<file path="src/rtl/rstc_pkg.sv">
package rstc_pkg;
    typedef enum logic [1:0] {
        PM_INOUT = 2'b00,
        PM_INPUT = 2'b01,
        PM_GPIO  = 2'b10,
        PM_GPIO2 = 2'b11
    } pin_mode_e;

    localparam int unsigned NUM_CAUSE = 7;
    localparam int unsigned IDX_PIN   = 0;
    localparam int unsigned IDX_WWDG  = 1;
    localparam int unsigned IDX_IWDG  = 2;
    localparam int unsigned IDX_SW    = 3;
    localparam int unsigned IDX_LPSEC = 4;
    localparam int unsigned IDX_OBL   = 5;
    localparam int unsigned IDX_POR   = 6;

    function automatic logic mode_is_gpio(input logic [1:0] m);
        return m[1];
    endfunction
endpackage

</file>
<file path="src/rtl/rstc_pin_filter.sv">
module rstc_pin_filter #(
    parameter int unsigned FILT_CYCLES = 4
) (
    input  logic clk,
    input  logic por_i,
    input  logic pin_raw_i,
    output logic pin_low_o
);
    localparam int unsigned CW = (FILT_CYCLES < 2) ? 1 : $clog2(FILT_CYCLES + 1);
    localparam logic [CW-1:0] LIMIT = CW'(FILT_CYCLES - 1);

    typedef struct packed {
        logic          s1;
        logic          s2;
        logic          level;
        logic [CW-1:0] cnt;
    } filt_st_t;

    filt_st_t st_d, st_q;

    always_comb begin
        st_d    = st_q;
        st_d.s1 = pin_raw_i;
        st_d.s2 = st_q.s1;
        if (st_q.s2 == st_q.level) begin
            st_d.cnt = '0;
        end else if (st_q.cnt == LIMIT) begin
            st_d.level = st_q.s2;
            st_d.cnt   = '0;
        end else begin
            st_d.cnt = st_q.cnt + CW'(1);
        end
    end

    always_ff @(posedge clk or posedge por_i) begin
        if (por_i) begin
            st_q <= '{s1: 1'b1, s2: 1'b1, level: 1'b1, cnt: '0};
        end else begin
            st_q <= st_d;
        end
    end

    assign pin_low_o = ~st_q.level;


    filt_full_chk: assert property (@(posedge clk) disable iff (por_i)
        (st_q.level != $past(st_q.level)) |-> ($past(st_q.cnt) == LIMIT));
endmodule

</file>
<file path="src/rtl/rstc_pulse_gen.sv">
module rstc_pulse_gen #(
    parameter int unsigned PULSE_CYCLES = 960
) (
    input  logic clk,
    input  logic por_i,
    input  logic req_i,
    input  logic inout_mode_i,
    input  logic holder_en_i,
    input  logic pin_low_i,
    output logic drive_low_o,
    output logic owned_o,
    output logic active_o
);
    localparam int unsigned CW = $clog2(PULSE_CYCLES + 1);
    localparam logic [CW-1:0] LOAD = CW'(PULSE_CYCLES);

    typedef struct packed {
        logic [CW-1:0] cnt;
        logic          hold;
        logic          seen;
        logic          own;
    } pulse_st_t;

    pulse_st_t st_d, st_q;
    logic      drive;

    assign drive = inout_mode_i && ((st_q.cnt != '0) || st_q.hold);

    always_comb begin
        st_d = st_q;
        if (req_i) begin
            st_d.cnt  = LOAD;
            st_d.seen = 1'b0;
            st_d.hold = 1'b0;
        end else begin
            if (st_q.cnt != '0) begin
                st_d.cnt = st_q.cnt - CW'(1);
                if (pin_low_i) begin
                    st_d.seen = 1'b1;
                end
                if ((st_q.cnt == CW'(1)) && holder_en_i && inout_mode_i
                    && !(st_q.seen || pin_low_i)) begin
                    st_d.hold = 1'b1;
                end
            end
            if (st_q.hold && (pin_low_i || !inout_mode_i)) begin
                st_d.hold = 1'b0;
            end
        end
        if (drive) begin
            st_d.own = 1'b1;
        end else if (!pin_low_i) begin
            st_d.own = 1'b0;
        end
    end

    always_ff @(posedge clk or posedge por_i) begin
        if (por_i) begin
            st_q <= '0;
        end else begin
            st_q <= st_d;
        end
    end

    assign drive_low_o = drive;
    assign owned_o     = st_q.own || drive;
    assign active_o    = (st_q.cnt != '0) || st_q.hold;


    req_starts_pulse_chk: assert property (@(posedge clk) disable iff (por_i)
        req_i |=> active_o);

    drive_mode_chk: assert property (@(posedge clk) disable iff (por_i)
        drive_low_o |-> inout_mode_i);

    holder_gate_chk: assert property (@(posedge clk) disable iff (por_i)
        $rose(st_q.hold) |-> $past(holder_en_i));
endmodule

</file>
<file path="src/rtl/rstc_flag_reg.sv">
module rstc_flag_reg #(
    parameter int unsigned  NUM       = 7,
    parameter logic [NUM-1:0] RESET_VAL = '0
) (
    input  logic           clk,
    input  logic           por_i,
    input  logic [NUM-1:0] set_i,
    input  logic           clr_i,
    output logic [NUM-1:0] flags_o
);
    logic [NUM-1:0] flags_d, flags_q;

    always_comb begin
        flags_d = clr_i ? '0 : flags_q;
        flags_d = flags_d | set_i;
    end

    always_ff @(posedge clk or posedge por_i) begin
        if (por_i) begin
            flags_q <= RESET_VAL;
        end else begin
            flags_q <= flags_d;
        end
    end

    assign flags_o = flags_q;


    set_wins_chk: assert property (@(posedge clk) disable iff (por_i)
        (set_i != '0) |=> ((flags_o & $past(set_i)) == $past(set_i)));

    clr_empty_chk: assert property (@(posedge clk) disable iff (por_i)
        (clr_i && (set_i == '0)) |=> (flags_o == '0));

    hold_chk: assert property (@(posedge clk) disable iff (por_i)
        (!clr_i && (set_i == '0)) |=> $stable(flags_o));
endmodule

</file>
<file path="src/rtl/rst_cause_ctrl.sv">
module rst_cause_ctrl
    import rstc_pkg::*;
#(
    parameter int unsigned PULSE_CYCLES = 960,
    parameter int unsigned FILT_CYCLES  = 4
) (
    input  logic       clk,
    input  logic       por_req,
    input  logic       pin_in,
    input  logic [1:0] pin_mode,
    input  logic       holder_en,
    input  logic       wwdg_evt,
    input  logic       iwdg_evt,
    input  logic       sw_req,
    input  logic       lpsec_evt,
    input  logic       obl_req,
    input  logic       flag_clr,
    output logic       sys_rst_n,
    output logic       pwr_rst_n,
    output logic       pin_drive_low,
    output logic [6:0] rst_flags
);
    localparam logic [NUM_CAUSE-1:0] FLAG_RST = NUM_CAUSE'(1) << IDX_POR;

    typedef struct packed {
        logic sys_n;
        logic pwr_n;
    } top_st_t;

    top_st_t st_d, st_q;

    logic pin_low, ext_valid, int_req, inout_mode;
    logic drive, owned, active, pin_evt;
    logic [NUM_CAUSE-1:0] set_vec;

    assign inout_mode = (pin_mode_e'(pin_mode) == PM_INOUT);
    assign int_req    = wwdg_evt | iwdg_evt | sw_req | lpsec_evt | obl_req;

    rstc_pin_filter #(.FILT_CYCLES(FILT_CYCLES)) u_filt (
        .clk       (clk),
        .por_i     (por_req),
        .pin_raw_i (pin_in),
        .pin_low_o (pin_low)
    );

    rstc_pulse_gen #(.PULSE_CYCLES(PULSE_CYCLES)) u_pulse (
        .clk          (clk),
        .por_i        (por_req),
        .req_i        (int_req),
        .inout_mode_i (inout_mode),
        .holder_en_i  (holder_en),
        .pin_low_i    (pin_low),
        .drive_low_o  (drive),
        .owned_o      (owned),
        .active_o     (active)
    );

    assign ext_valid = pin_low && !mode_is_gpio(pin_mode);
    assign pin_evt   = ext_valid && !owned;

    always_comb begin
        set_vec            = '0;
        set_vec[IDX_PIN]   = pin_evt;
        set_vec[IDX_WWDG]  = wwdg_evt;
        set_vec[IDX_IWDG]  = iwdg_evt;
        set_vec[IDX_SW]    = sw_req;
        set_vec[IDX_LPSEC] = lpsec_evt;
        set_vec[IDX_OBL]   = obl_req;
    end

    rstc_flag_reg #(.NUM(NUM_CAUSE), .RESET_VAL(FLAG_RST)) u_flags (
        .clk     (clk),
        .por_i   (por_req),
        .set_i   (set_vec),
        .clr_i   (flag_clr),
        .flags_o (rst_flags)
    );

    always_comb begin
        st_d       = st_q;
        st_d.pwr_n = 1'b1;
        st_d.sys_n = !(int_req || active || ext_valid);
    end

    always_ff @(posedge clk or posedge por_req) begin
        if (por_req) begin
            st_q <= '0;
        end else begin
            st_q <= st_d;
        end
    end

    assign sys_rst_n     = st_q.sys_n;
    assign pwr_rst_n     = st_q.pwr_n;
    assign pin_drive_low = drive;


    int_req_rst_chk: assert property (@(posedge clk) disable iff (por_req)
        int_req |=> !sys_rst_n);

    gpio_quiet_chk: assert property (@(posedge clk) disable iff (por_req)
        (mode_is_gpio(pin_mode) && !int_req && !active) |=> sys_rst_n);

    pwr_steady_chk: assert property (@(posedge clk) disable iff (por_req)
        pwr_rst_n |=> pwr_rst_n);
endmodule

</file>
<file path="config.mk">
export PLATFORM = sky130hd
export DESIGN_NAME = rst_cause_ctrl
export DESIGN_NICKNAME = d
export VERILOG_FILES = /design/src/rtl/rstc_pkg.sv /design/src/rtl/rstc_pin_filter.sv /design/src/rtl/rstc_pulse_gen.sv /design/src/rtl/rstc_flag_reg.sv /design/src/rtl/rst_cause_ctrl.sv
export SDC_FILE = /design/constraint.sdc
export NUM_CORES = 1
export LEC_CHECK = 0
export BUFFER_PORTS_ARGS = -buffer_cell sky130_fd_sc_hd__buf_2
export CELL_PAD_IN_SITES_DETAIL_PLACEMENT = 0
export CELL_PAD_IN_SITES_GLOBAL_PLACEMENT = 1
export CORE_ASPECT_RATIO = 1.2
export CORE_MARGIN = 2
export CORE_UTILIZATION = 39
export DETAILED_ROUTE_END_ITERATION = 7
export PLACE_DENSITY = 0.82
export SKIP_CTS_REPAIR_TIMING = 1
export SLEW_MARGIN = 30
export SYNTH_ARGS = -nofsm -noshare
export SYNTH_HDL_FRONTEND = slang
export SYNTH_HIERARCHICAL = 1
export SYNTH_SLANG_ARGS = --single-unit
</file>
<file path="constraint.sdc">
create_clock -name clk -period 1.75 [get_ports clk]
set_input_delay 0.175 -clock clk [delete_from_list [all_inputs] [get_ports clk]]
set_output_delay 0.175 -clock clk [all_outputs]
set_load 0.05 [all_outputs]
</file>
==> impl_summary.txt, run 1 <==
----------------------------------------------------
[Status]
  Result of the run ... complete, but fails checks
  Failing checks ... negative setup slack

[Die]
  Top-level port count ... 22
  Initial cell density of the core ... 0.418
  Die Footprint ... 3820 sq um
  Count of standard-cell rows ... 22
  Chip height ... 67.3 um
  Width of the die ... 56.7 um
  Placeable core region ... 3110 sq um

[Run]
  Total of max-cap violations ... 0

[Worst setup path]
  Startpoint-to-endpoint class of the critical path ... reg2out
  Maximum fanout encountered on the critical timing path ... 4
  Delay of the slowest cell on the worst path ... 0.47 ns
  Cell-by-cell listing of the critical path ... nor4_4 -> nand3_2 -> o21ai_2 -> inv_1 -> buf_6
  Critical path capture point type ... output pin
  Critical path required time ... 1.57 ns
  R2R depth ... 6
  Data arrival time at the worst-slack endpoint ... 1.65 ns
  Type of origin of the critical path ... flip-flop
  Slowest cell on crit path ... sky130_fd_sc_hd__dfrtp_2

[Clock tree]
  CTS H-tree lvls ... 1
  Number of buffers created by CTS ... 3
  Clock buffer depth ... 2
  Master cell of the clock root buffer ... sky130_fd_sc_hd__clkbuf_4
  Clock latency of the later-clocked register in the worst-skew pair ... 0.32 ns
  Clk sink count ... 28
  Clock transition at path regs ... 0.15 ns
  CTS tree ... done

[Power]
  Worst-case vdd ir drop ... 0.581 mV
  Leakage ... 0.764 nW
  Pwr per Cell Area ... 903 nW/um^2

[Logic synthesis]
  Proportion of synthesized chip area in sequential cells ... 0.542
  #FFs+latches synth ... 28
  Avg Inst Size Synth ... 11.7 sq um
  Number of synthesized flops with an enable pin ... 0
  Yosys warning count ... 6
  Most used flip-flop cell after synthesis ... sky130_fd_sc_hd__dfrtp_1
  Fraction of registers with async set or reset after synthesis ... 1.00
  Syn Nets ... 127
  Number of library cell types mapped by synthesis ... 40
  Cell count after synthesis ... 111
  Netlist area before placement ... 1300 sq um

[Place]
  HPWL after detailed placement ... 1880 um
  Buffers on Ports ... 21
  Global placement routability congestion ... 0.687
  Cell Area, Placed ... 1500 sq um
  Setup Slack @ Placement ... -0.00313 ns

[STA]
  Fin. max-slew vios ... 0
  Final cycle utilization of the critical path ... 1.04
  Final hold vios ... 0
  Setup repair after global routing missed its margin ... true
  Post-route setup slack ... -0.0757 ns
  Post-Route Skew ... 0.00946 ns
  Transition time of the tightest slew-check pin ... 0.530 ns
  Setup-violating endpoint count in the final report ... 2
  Highest clock rate ... 548 MHz
  Fin crit period ... 1.83 ns
  Worst slew margin relative to its limit ... 0.646

[Layout]
  Ratio of cells with drive above 1 in the final layout ... 0.419
  Most frequent standard cell in the layout excluding fill and tap cells ... sky130_fd_sc_hd__dfrtp_1
  Finished Core Util ... 0.531
  Design area ... 1650 sq um
  Count of nets after finishing ... 165
  Top library cells by usage in the layout, fill and taps aside ... 21 x sky130_fd_sc_hd__dfrtp_1, 20 x sky130_fd_sc_hd__buf_2, 12 x sky130_fd_sc_hd__buf_4, 9 x sky130_fd_sc_hd__inv_1, 9 x sky130_fd_sc_hd__a21o_1
  N_diodes ... 0
  Synth-to-Final Area Change ... 26.9%

[Global routing]
  Initial antenna violation count ... 0
  Total overflow reported by the global router ... 0
  Pin count of the biggest net entering global routing ... 17
  Global-route wire length before repair ... 4250 um
  Via count of the first global-routing pass ... 940
  Overall routing resource usage ... 0.143

[Worst hold path]
  Hold-critical path depth ... 2
  Type of the worst min-delay path ... in2reg

[Detailed routing]
  Wire length after detailed routing ... 2530 um
  Wire length per cell after detailed routing ... 13.8 um
  Number of antenna-violating nets in the routed design ... 0
  First-pass detailed-route iteration total ... 4
  Routed via count divided by cell count ... 5.14
  Count of vias placed by the detailed router ... 945
  Post-route DRC ... 0
  Detailed Route Iter0 Violations ... 13

----------------------------------------------------
-- where the power goes --
group | internal (mW) | switching (mW) | leakage [nW]
Sequential | 0.722 | 0.0365 | 0.329
Combinational | 0.127 | 0.187 | 0.407
Clock | 0.231 | 0.187 | 0.0279
-- final timing paths --
path                                  startpoint                 end  slack [ns]
worst max-delay path            u_pulse/st_q[10]       pin_drive_low       -0.08
worst min-delay path                   lpsec_evt  u_flags/flags_o[4]        0.05
worst max register to register   u_pulse/st_q[3]    u_pulse/st_q[11]       -0.01
worst min register to register    u_filt/st_d[4]      u_filt/st_q[4]        0.37
max in group asynchronous                por_req     u_pulse/st_q[5]        0.93
min in group asynchronous                por_req           pwr_rst_n        0.26
-- critical path, delay by kind of cell (launching register included) --
family,cells,cell delay [ns]
AND/OR/NAND/NOR,2,0.48
flip-flops,1,0.47
buffers and inverters,2,0.21
AO/OA/AOI/OAI,1,0.17
-- through the flow --
step | setup TNS (ns) | hold slack (ns) | total power, mW | instances
floorplan | 0 | -0.0838 | 0.998 | 111
global placement | 0 | 0.0588 | 1.06 | 175
detailed placement | -0.00313 | 0.0689 | 1.08 | 175
CTS | -0.182 | -0.302 | 1.50 | 179
global route | -0.266 | 0.0322 | 1.57 | 184
finish | -0.0884 | 0.0485 | 1.49 | 184
-- synthesized netlist by cell type (2+ instances only) --
cell type	instances	area, sq um
sky130_fd_sc_hd__dfstp_2	4	105
sky130_fd_sc_hd__a31oi_1	3	18.8
sky130_fd_sc_hd__ha_1	4	50.1
sky130_fd_sc_hd__conb_1	2	7.51
sky130_fd_sc_hd__nor3_1	2	10.0
sky130_fd_sc_hd__nand2_1	3	11.3
sky130_fd_sc_hd__dfrtp_1	24	601
sky130_fd_sc_hd__nor4_2	3	37.5
sky130_fd_sc_hd__o21ai_1	2	10.0
sky130_fd_sc_hd__nor2b_1	2	12.5
sky130_fd_sc_hd__a21o_1	9	67.6
sky130_fd_sc_hd__inv_1	9	33.8
sky130_fd_sc_hd__or3_1	2	12.5
sky130_fd_sc_hd__nand2b_1	2	12.5
sky130_fd_sc_hd__a21oi_1	4	20.0
sky130_fd_sc_hd__xnor2_1	5	43.8
sky130_fd_sc_hd__nor2_1	8	30.0
-- cells by family (layout without fill, tap and decap cells) --
| kind of cell | count (synthesis) | count (layout) | share of synthesized area |
|---|---|---|---|
| muxes | 1 | 1 | 0.00865 |
| AOI/OAI and AO/OA | 22 | 22 | 0.122 |
| and+or+nand+nor | 36 | 36 | 0.202 |
| other | 2 | 2 | 0.00577 |
| DFF | 28 | 28 | 0.542 |
| buffers and inverters | 12 | 49 | 0.0404 |
| xor gates and xnor gates | 6 | 6 | 0.0404 |
| adders and majority gates | 4 | 4 | 0.0385 |
-- per-layer routing --
| layer | up-vias | routed length [um] | global-route usage |
|---|---|---|---|
| met5 | - | 0 | 0 |
| met4 | 0 | 23 | 0.0436 |
| met3 | 2 | 122 | 0.0268 |
| met2 | 20 | 1350 | 0.265 |
| met1 | 469 | 1040 | 0.169 |
| li1 | 454 | - | - |
-- state kept, by name (all words and copies together), names as in the netlist --
signal           cells
pwr_rst_n            1
sys_rst_n            1
u_filt/st_d          1
u_filt/st_q          5
u_flags/flags_o      7
u_pulse/st_q        13
-- area by class of cell --
type                       instances  area, sq um
inverter                          10         37.5
tap                               36         45.0
fill                             292         1460
multi-input combinational         71          586
sequential                        28          709
clock inverter                     1         30.0
clock buffer                       3         22.5
timing repair buffer              35          221
No activity file was read; power rests on OpenSTA's default activity.
==> run 2: changes to the inputs <==
--- a/config.mk
+++ b/config.mk
@@ -10,9 +10,9 @@
 export CELL_PAD_IN_SITES_GLOBAL_PLACEMENT = 1
 export CORE_ASPECT_RATIO = 1.2
 export CORE_MARGIN = 2
-export CORE_UTILIZATION = 39
+export CORE_UTILIZATION = 43
 export DETAILED_ROUTE_END_ITERATION = 7
-export PLACE_DENSITY = 0.82
+export PLACE_DENSITY = 0.85
 export SKIP_CTS_REPAIR_TIMING = 1
 export SLEW_MARGIN = 30
 export SYNTH_ARGS = -nofsm -noshare
==> constraint.sdc (replaced) <==
create_clock -name clk -period 1.96 [get_ports clk]
set_input_delay 0.196 -clock clk [delete_from_list [all_inputs] [get_ports clk]]
set_output_delay 0.196 -clock clk [all_outputs]
set_load 0.05 [all_outputs]
==> run 2 against run 1 <==
Compared with the run above: the flow now finishes without violations; core utilization grew 2.2 points; first-iteration DRC count fell by 31%; sequential power down 11%; worst setup slack better by 0.16 ns; final area fell by 5.0%; non-clock buffer count is 6 lower; critical endpoint is now u_pulse/st_q[11]; clock power is 34% lower; flip-flop and latch count did not move; critical path depth up 1; critical path type is now reg2reg; hold slack better by 0.012 ns; register-to-register slack better by 0.096 ns; via count is 5.8% lower; largest cell class unchanged.
==> impl_summary.txt, run 2 (synthesis gave the netlist of run 1 again) <==
----------------------------------------------------
[Clock tree]
  Number of buffers created by CTS ... 3
  CTS H-tree lvls ... 1
  Clock latency of the later-clocked register in the worst-skew pair ... 0.32 ns
  Clk sink count ... 28
  Clock transition at path regs ... 0.15 ns
  Master cell of the clock root buffer ... sky130_fd_sc_hd__clkbuf_4
  CTS tree ... done
  Clock buffer depth ... 2

[STA]
  Fin. max-slew vios ... 0
  Setup-violating endpoint count in the final report ... 0
  Final hold vios ... 0
  Post-route setup slack ... 0.0856 ns
  Highest clock rate ... 534 MHz
  Fin crit period ... 1.87 ns
  Worst Hold Margin ... 0.0606 ns
  Transition time of the tightest slew-check pin ... 0.532 ns
  Final cycle utilization of the critical path ... 0.956
  Post-route setup TNS ... 0 ns
  Post-Route Skew ... 0.00369 ns
  Worst slew margin relative to its limit ... 0.645

[Place]
  Global placement routability congestion ... 0.833
  Setup Slack @ Placement ... 0.114 ns
  HPWL after detailed placement ... 1810 um
  Buffers on Ports ... 21
  Cell Count Post-Placement ... 167

[Detailed routing]
  Post-route DRC ... 0
  Wire length per cell after detailed routing ... 13.5 um
  Routed via count divided by cell count ... 5.06
  Number of antenna-violating nets in the routed design ... 0
  First-pass detailed-route iteration total ... 3
  Count of vias placed by the detailed router ... 890
  Wire length after detailed routing ... 2380 um
  Detailed Route Iter0 Violations ... 9

[Layout]
  Synth-to-Final Area Change ... 20.6%
  Top reg by flops ... u_pulse/st_q
  N_diodes ... 0
  Count of nets after finishing ... 159
  Count of non-filler cells in the finished layout ... 176
  Ratio of cells with drive above 1 in the final layout ... 0.373
  Top library cells by usage in the layout, fill and taps aside ... 21 x sky130_fd_sc_hd__dfrtp_1, 20 x sky130_fd_sc_hd__buf_2, 9 x sky130_fd_sc_hd__inv_1, 9 x sky130_fd_sc_hd__a21o_1, 8 x sky130_fd_sc_hd__nor2_1
  Flip-flop count of the largest register, all copies and words added ... 13
  Most frequent standard cell in the layout excluding fill and tap cells ... sky130_fd_sc_hd__dfrtp_1

[Die]
  Chip height ... 64.3 um
  Placeable core region ... 2840 sq um
  Count of standard-cell rows ... 21
  Top-level port count ... 22
  Width of the die ... 54.2 um
  Initial cell density of the core ... 0.459
  Die Footprint ... 3480 sq um

[Worst setup path]
  Startpoint-to-endpoint class of the critical path ... reg2reg
  Delay of the slowest cell on the worst path ... 0.46 ns
  Maximum fanout encountered on the critical timing path ... 5
  Type of origin of the critical path ... flip-flop
  Timing startpoint of the critical path ... u_pulse/st_q[3]
  Reg2Reg Launch Point ... u_pulse/st_q[3]
  Critical path required time ... 2.19 ns
  Reg-to-reg setup timing slack ... 0.09 ns
  Critical path capture point type ... flip-flop
  R2R Path End ... u_pulse/st_q[11]
  Total stage count of the critical path ... 6
  Cell type group with the largest total delay on the critical path ... simple AND/OR/NAND/NOR gates
  CP Buf/Inv Count ... 1
  Slowest cell on crit path ... sky130_fd_sc_hd__dfrtp_1
  Cell-by-cell listing of the critical path ... inv_1 -> ha_1 -> or3b_1 -> or3_1 -> xnor2_1 -> a21o_1
  R2R depth ... 6
  Critical path endpoint ... u_pulse/st_q[11]
  Data arrival time at the worst-slack endpoint ... 2.10 ns

[Power]
  Pwr per Cell Area ... 782 nW/um^2
  Worst-case vdd ir drop ... 0.409 mV
  Total power ... 1.23 mW
  Leakage ... 0.725 nW

[Global routing]
  Initial antenna violation count ... 0
  Pin count of the biggest net entering global routing ... 16
  Overall routing resource usage ... 0.149
  Via count of the first global-routing pass ... 873
  Total overflow reported by the global router ... 0
  Global-route wire length before repair ... 3840 um

[Status]
  Result of the run ... completed

[Run]
  Total of max-cap violations ... 0

[Worst hold path]
  Type of the worst min-delay path ... in2reg

----------------------------------------------------
==> run 2: cell count changes in the layout (fill, tap and decap cells not counted), sizes merged <==
cell and delta:
bufinv -1, buf -6, clkbuf +1
==> run 2: power breakdown <==
group | total [mW] | internal [mW] | switching (mW)
Combinational | 0.276 | 0.110 | 0.166
Clock | 0.276 | 0.113 | 0.162
Sequential | 0.675 | 0.644 | 0.0309
==> run 2: worst min path at each step <==
stage | start | endpoint | slack, ns | cells after the start
floorplan | por_req | pwr_rst_n | -0.06 | 1
finish | iwdg_evt | u_flags/flags_o[2] | 0.06 | 2
global route | wwdg_evt | u_flags/flags_o[1] | 0.05 | 2
global placement | por_req | sys_rst_n | 0.08 | 2
CTS | por_req | pwr_rst_n | -0.28 | 2
detailed placement | por_req | sys_rst_n | 0.08 | 2
==> run 2: layout make-up <==
| type | instances | area, sq um |
|---|---|---|
| multi-input cells | 71 | 567 |
| inverters | 10 | 37.5 |
| clock buffers | 4 | 36.3 |
| fillers | 265 | 1270 |
| repair buffers | 29 | 176 |
| flip-flops and latches | 28 | 709 |
| well taps | 34 | 42.5 |
==> run 2: routing by layer <==
layer  up-vias  routed length, um  GRT usage
met5         -                  0          0
met3         2                 59     0.0210
met4         0                 23     0.0563
met2         8               1250      0.238
li1        442                  -          -
met1       438               1050      0.199
==> run 2: stage by stage <==
step | instance area [sq um] | utilization
floorplan | 1300 | -
finish | 1570 | 0.553
CTS | 1490 | 0.526
global route | 1570 | 0.553
global placement | 1460 | 0.513
detailed placement | 1460 | 0.513
==> run 2: worst reg2reg max path, stage by stage, from the launching register on <==
cell	delay, ns
sky130_fd_sc_hd__dfrtp_1	0.46
sky130_fd_sc_hd__inv_1	0.11
sky130_fd_sc_hd__ha_1	0.18
sky130_fd_sc_hd__or3b_1	0.38
sky130_fd_sc_hd__or3_1	0.34
sky130_fd_sc_hd__xnor2_1	0.13
sky130_fd_sc_hd__a21o_1	0.17
==> run 3: changes to the inputs <==
--- a/config.mk
+++ b/config.mk
@@ -5,14 +5,15 @@
 export SDC_FILE = /design/constraint.sdc
 export NUM_CORES = 1
 export LEC_CHECK = 0
+export ABC_AREA = 1
 export BUFFER_PORTS_ARGS = -buffer_cell sky130_fd_sc_hd__buf_2
 export CELL_PAD_IN_SITES_DETAIL_PLACEMENT = 0
 export CELL_PAD_IN_SITES_GLOBAL_PLACEMENT = 1
 export CORE_ASPECT_RATIO = 1.2
 export CORE_MARGIN = 2
-export CORE_UTILIZATION = 43
+export CORE_UTILIZATION = 41
 export DETAILED_ROUTE_END_ITERATION = 7
-export PLACE_DENSITY = 0.85
+export PLACE_DENSITY = 0.86
 export SKIP_CTS_REPAIR_TIMING = 1
 export SLEW_MARGIN = 30
 export SYNTH_ARGS = -nofsm -noshare
==> run 3 against run 2 <==
Compared with the run above: flip-flop and latch count unchanged; clock power up 62%; synthesized area up 12%; highest routed layer unchanged.
==> impl_summary.txt, run 3 <==
----------------------------------------------------
[STA]
  Fin crit period ... 1.78 ns
  Final hold vios ... 0
  Setup repair after global routing missed its margin ... false
  Post-Route Skew ... 0.00415 ns
  Final cycle utilization of the critical path ... 0.907
  Transition time of the tightest slew-check pin ... 0.505 ns
  Worst slew margin relative to its limit ... 0.663
  Post-route setup TNS ... 0 ns
  Setup-violating endpoint count in the final report ... 0
  Fin. max-slew vios ... 0
  Highest clock rate ... 562 MHz

[Global routing]
  Global-route wire length before repair ... 4620 um
  Initial antenna violation count ... 0
  Via count of the first global-routing pass ... 1078
  Total overflow reported by the global router ... 0
  Pin count of the biggest net entering global routing ... 17
  Overall routing resource usage ... 0.148

[Layout]
  Ratio of cells with drive above 1 in the final layout ... 0.268
  Fill cell instance count of the final layout ... 331
  Most frequent standard cell in the layout excluding fill and tap cells ... sky130_fd_sc_hd__inv_1
  Design area ... 1700 sq um
  Count of non-filler cells in the finished layout ... 246
  N_diodes ... 0
  Top reg by flops ... u_pulse/st_q
  Synth-to-Final Area Change ... 16.8%
  Multi-input logic area ... 577 sq um
  Count of nets after finishing ... 226
  Top library cells by usage in the layout, fill and taps aside ... 40 x sky130_fd_sc_hd__inv_1, 38 x sky130_fd_sc_hd__nand2_1, 24 x sky130_fd_sc_hd__dfrtp_1, 21 x sky130_fd_sc_hd__buf_2, 16 x sky130_fd_sc_hd__nand3_1
  Flip-flop count of the largest register, all copies and words added ... 13
  Sequential Area ... 706 sq um
  Finished Core Util ... 0.506

[Clock tree]
  Clk sink count ... 28
  CTS H-tree lvls ... 1
  Master cell of the clock root buffer ... sky130_fd_sc_hd__clkbuf_8
  Clock buffer depth ... 2
  Clock transition at path regs ... 0.09 ns
  Clock latency of the later-clocked register in the worst-skew pair ... 0.27 ns
  CTS tree ... done
  Number of buffers created by CTS ... 3

[Logic synthesis]
  Post-Synth Adder-Cell Area ... 0.0343
  Top cells by count, synth ... 40 x sky130_fd_sc_hd__inv_1, 38 x sky130_fd_sc_hd__nand2_1, 24 x sky130_fd_sc_hd__dfrtp_1
  #FFs+latches synth ... 28
  Most used flip-flop cell after synthesis ... sky130_fd_sc_hd__dfrtp_1
  Cell count after synthesis ... 182
  Netlist area before placement ... 1460 sq um
  Number of library cell types mapped by synthesis ... 24
  Dominant cell type by area after synthesis ... sky130_fd_sc_hd__dfrtp_1
  Largest family of logic cells by synthesized area ... simple AND/OR/NAND/NOR gates
  Post-Synth XOR/XNOR Area ... 0.00601
  Portion of netlist area occupied by mux cells ... 0
  Avg Inst Size Synth ... 8.01 sq um
  Proportion of synthesized chip area in sequential cells ... 0.484
  Fraction of the mapped netlist area in compound gates ... 0.0300
  Main area contributors after synthesis ... sky130_fd_sc_hd__dfrtp_1 41%, sky130_fd_sc_hd__inv_1 10%, sky130_fd_sc_hd__nand2_1 9.8%, sky130_fd_sc_hd__dfstp_2 7.2%, sky130_fd_sc_hd__nand3_1 5.5%
  Yosys warning count ... 6
  Post-synthesis simple-gate area fraction ... 0.320
  Number of synthesized flops with an enable pin ... 0
  Fraction of post-synthesis cell area in the top cell type by area ... 0.412
  Fraction of registers with async set or reset after synthesis ... 1.00
  Most frequent cell after synthesis ... sky130_fd_sc_hd__inv_1
  Syn Nets ... 198

[Worst setup path]
  Type of origin of the critical path ... flip-flop
  Critical path required time ... 1.76 ns
  Data arrival time at the worst-slack endpoint ... 1.58 ns
  Maximum fanout encountered on the critical timing path ... 7
  Critical path capture point type ... output pin
  Startpoint-to-endpoint class of the critical path ... reg2out

[Power]
  Worst-case vdd ir drop ... 0.529 mV
  Pwr per Cell Area ... 820 nW/um^2
  Leakage ... 0.953 nW
  Total power ... 1.40 mW

[Detailed routing]
  Number of antenna-violating nets in the routed design ... 0
  Post-route DRC ... 0
  First-pass detailed-route iteration total ... 4
  Wire length after detailed routing ... 2550 um
  Routed via count divided by cell count ... 4.55
  Wire length per cell after detailed routing ... 10.4 um
  Detailed Route Iter0 Violations ... 33
  Count of vias placed by the detailed router ... 1120

[Die]
  Top-level port count ... 22
  Initial cell density of the core ... 0.433
  Count of standard-cell rows ... 23
  Width of the die ... 58.4 um
  Placeable core region ... 3370 sq um
  Die Footprint ... 4050 sq um
  Chip height ... 69.3 um

[Place]
  Cell Area, Placed ... 1610 sq um
  HPWL after detailed placement ... 2060 um
  Buffers on Ports ... 21
  Global placement routability congestion ... 0.822
  Cell Count Post-Placement ... 240

[Status]
  Result of the run ... completed

[Run]
  Total of max-cap violations ... 0

[Worst hold path]
  Type of the worst min-delay path ... in2reg

----------------------------------------------------
-- run 3: final cells by class --
type | count | area share
Clock buffer | 3 | 0.0242
Clock inverter | 1 | 0.0176
Inverter | 45 | 0.0999
Multi-Input combinational cell | 108 | 0.339
Sequential cell | 28 | 0.414
Tap cell | 37 | 0.0272
Timing Repair Buffer | 24 | 0.0779
-- run 3: cell families (layout without fill, tap and decap cells) --
| kind of cell | count (synthesis) | after routing |
|---|---|---|
| and+or+nand+nor | 93 | 93 |
| buffers and inverters | 46 | 73 |
| DFF | 28 | 28 |
| AOI/OAI and AO/OA | 8 | 8 |
| adders and majority gates | 4 | 4 |
| other | 2 | 2 |
| xor gates and xnor gates | 1 | 1 |
-- run 3: worst paths after layout --
kind / from / end / slack, ns / cells after the start
worst max register to register: u_pulse/st_q[4] / u_pulse/st_q[3] / 0.57 / 7
max in group asynchronous: por_req / u_pulse/st_q[12] / 1.10 / 3
min in group asynchronous: por_req / sys_rst_n / 0.34 / 3
worst min-delay path: wwdg_evt / u_flags/flags_o[1] / 0.12 / 3
worst max-delay path: u_pulse/st_q[4] / pin_drive_low / 0.18 / 8
worst min register to register: u_filt/st_d[4] / u_filt/st_q[4] / 0.36 / 0
-- run 3: routing by layer --
metal	routed length (um)	vias to the layer above	track usage
met5	0	-	0
met4	53	0	0.0775
met3	78	4	0.0224
met2	1260	19	0.245
met1	1170	505	0.180
li1	-	592	-
-- run 3: through the flow --
step / hold WS, ns / setup WS, ns
2_1_floorplan: -0.0628 / 0.559
3_3_place_gp: 0.0837 / 0.507
3_5_place_dp: 0.0828 / 0.484
4_1_cts: -0.229 / 0.162
5_1_grt: 0.133 / 0.0549
6_report: 0.124 / 0.182
-- run 3: worst max-delay path, stage by stage (launching register included) --
cell and delay [ns]:
sky130_fd_sc_hd__dfrtp_1 0.37, sky130_fd_sc_hd__inv_1 0.16, sky130_fd_sc_hd__ha_1 0.18, sky130_fd_sc_hd__inv_1 0.08, sky130_fd_sc_hd__nor2_4 0.13, sky130_fd_sc_hd__nand3_2 0.08, sky130_fd_sc_hd__nand2_2 0.07, sky130_fd_sc_hd__inv_1 0.03
sky130_fd_sc_hd__buf_2 0.20
-- run 3: power breakdown --
part | internal, mW | switching, mW | total [mW]
Clock | 0.273 | 0.172 | 0.446
Combinational | 0.0861 | 0.193 | 0.279
Sequential | 0.643 | 0.0288 | 0.672
Total | 1.00 | 0.394 | 1.40
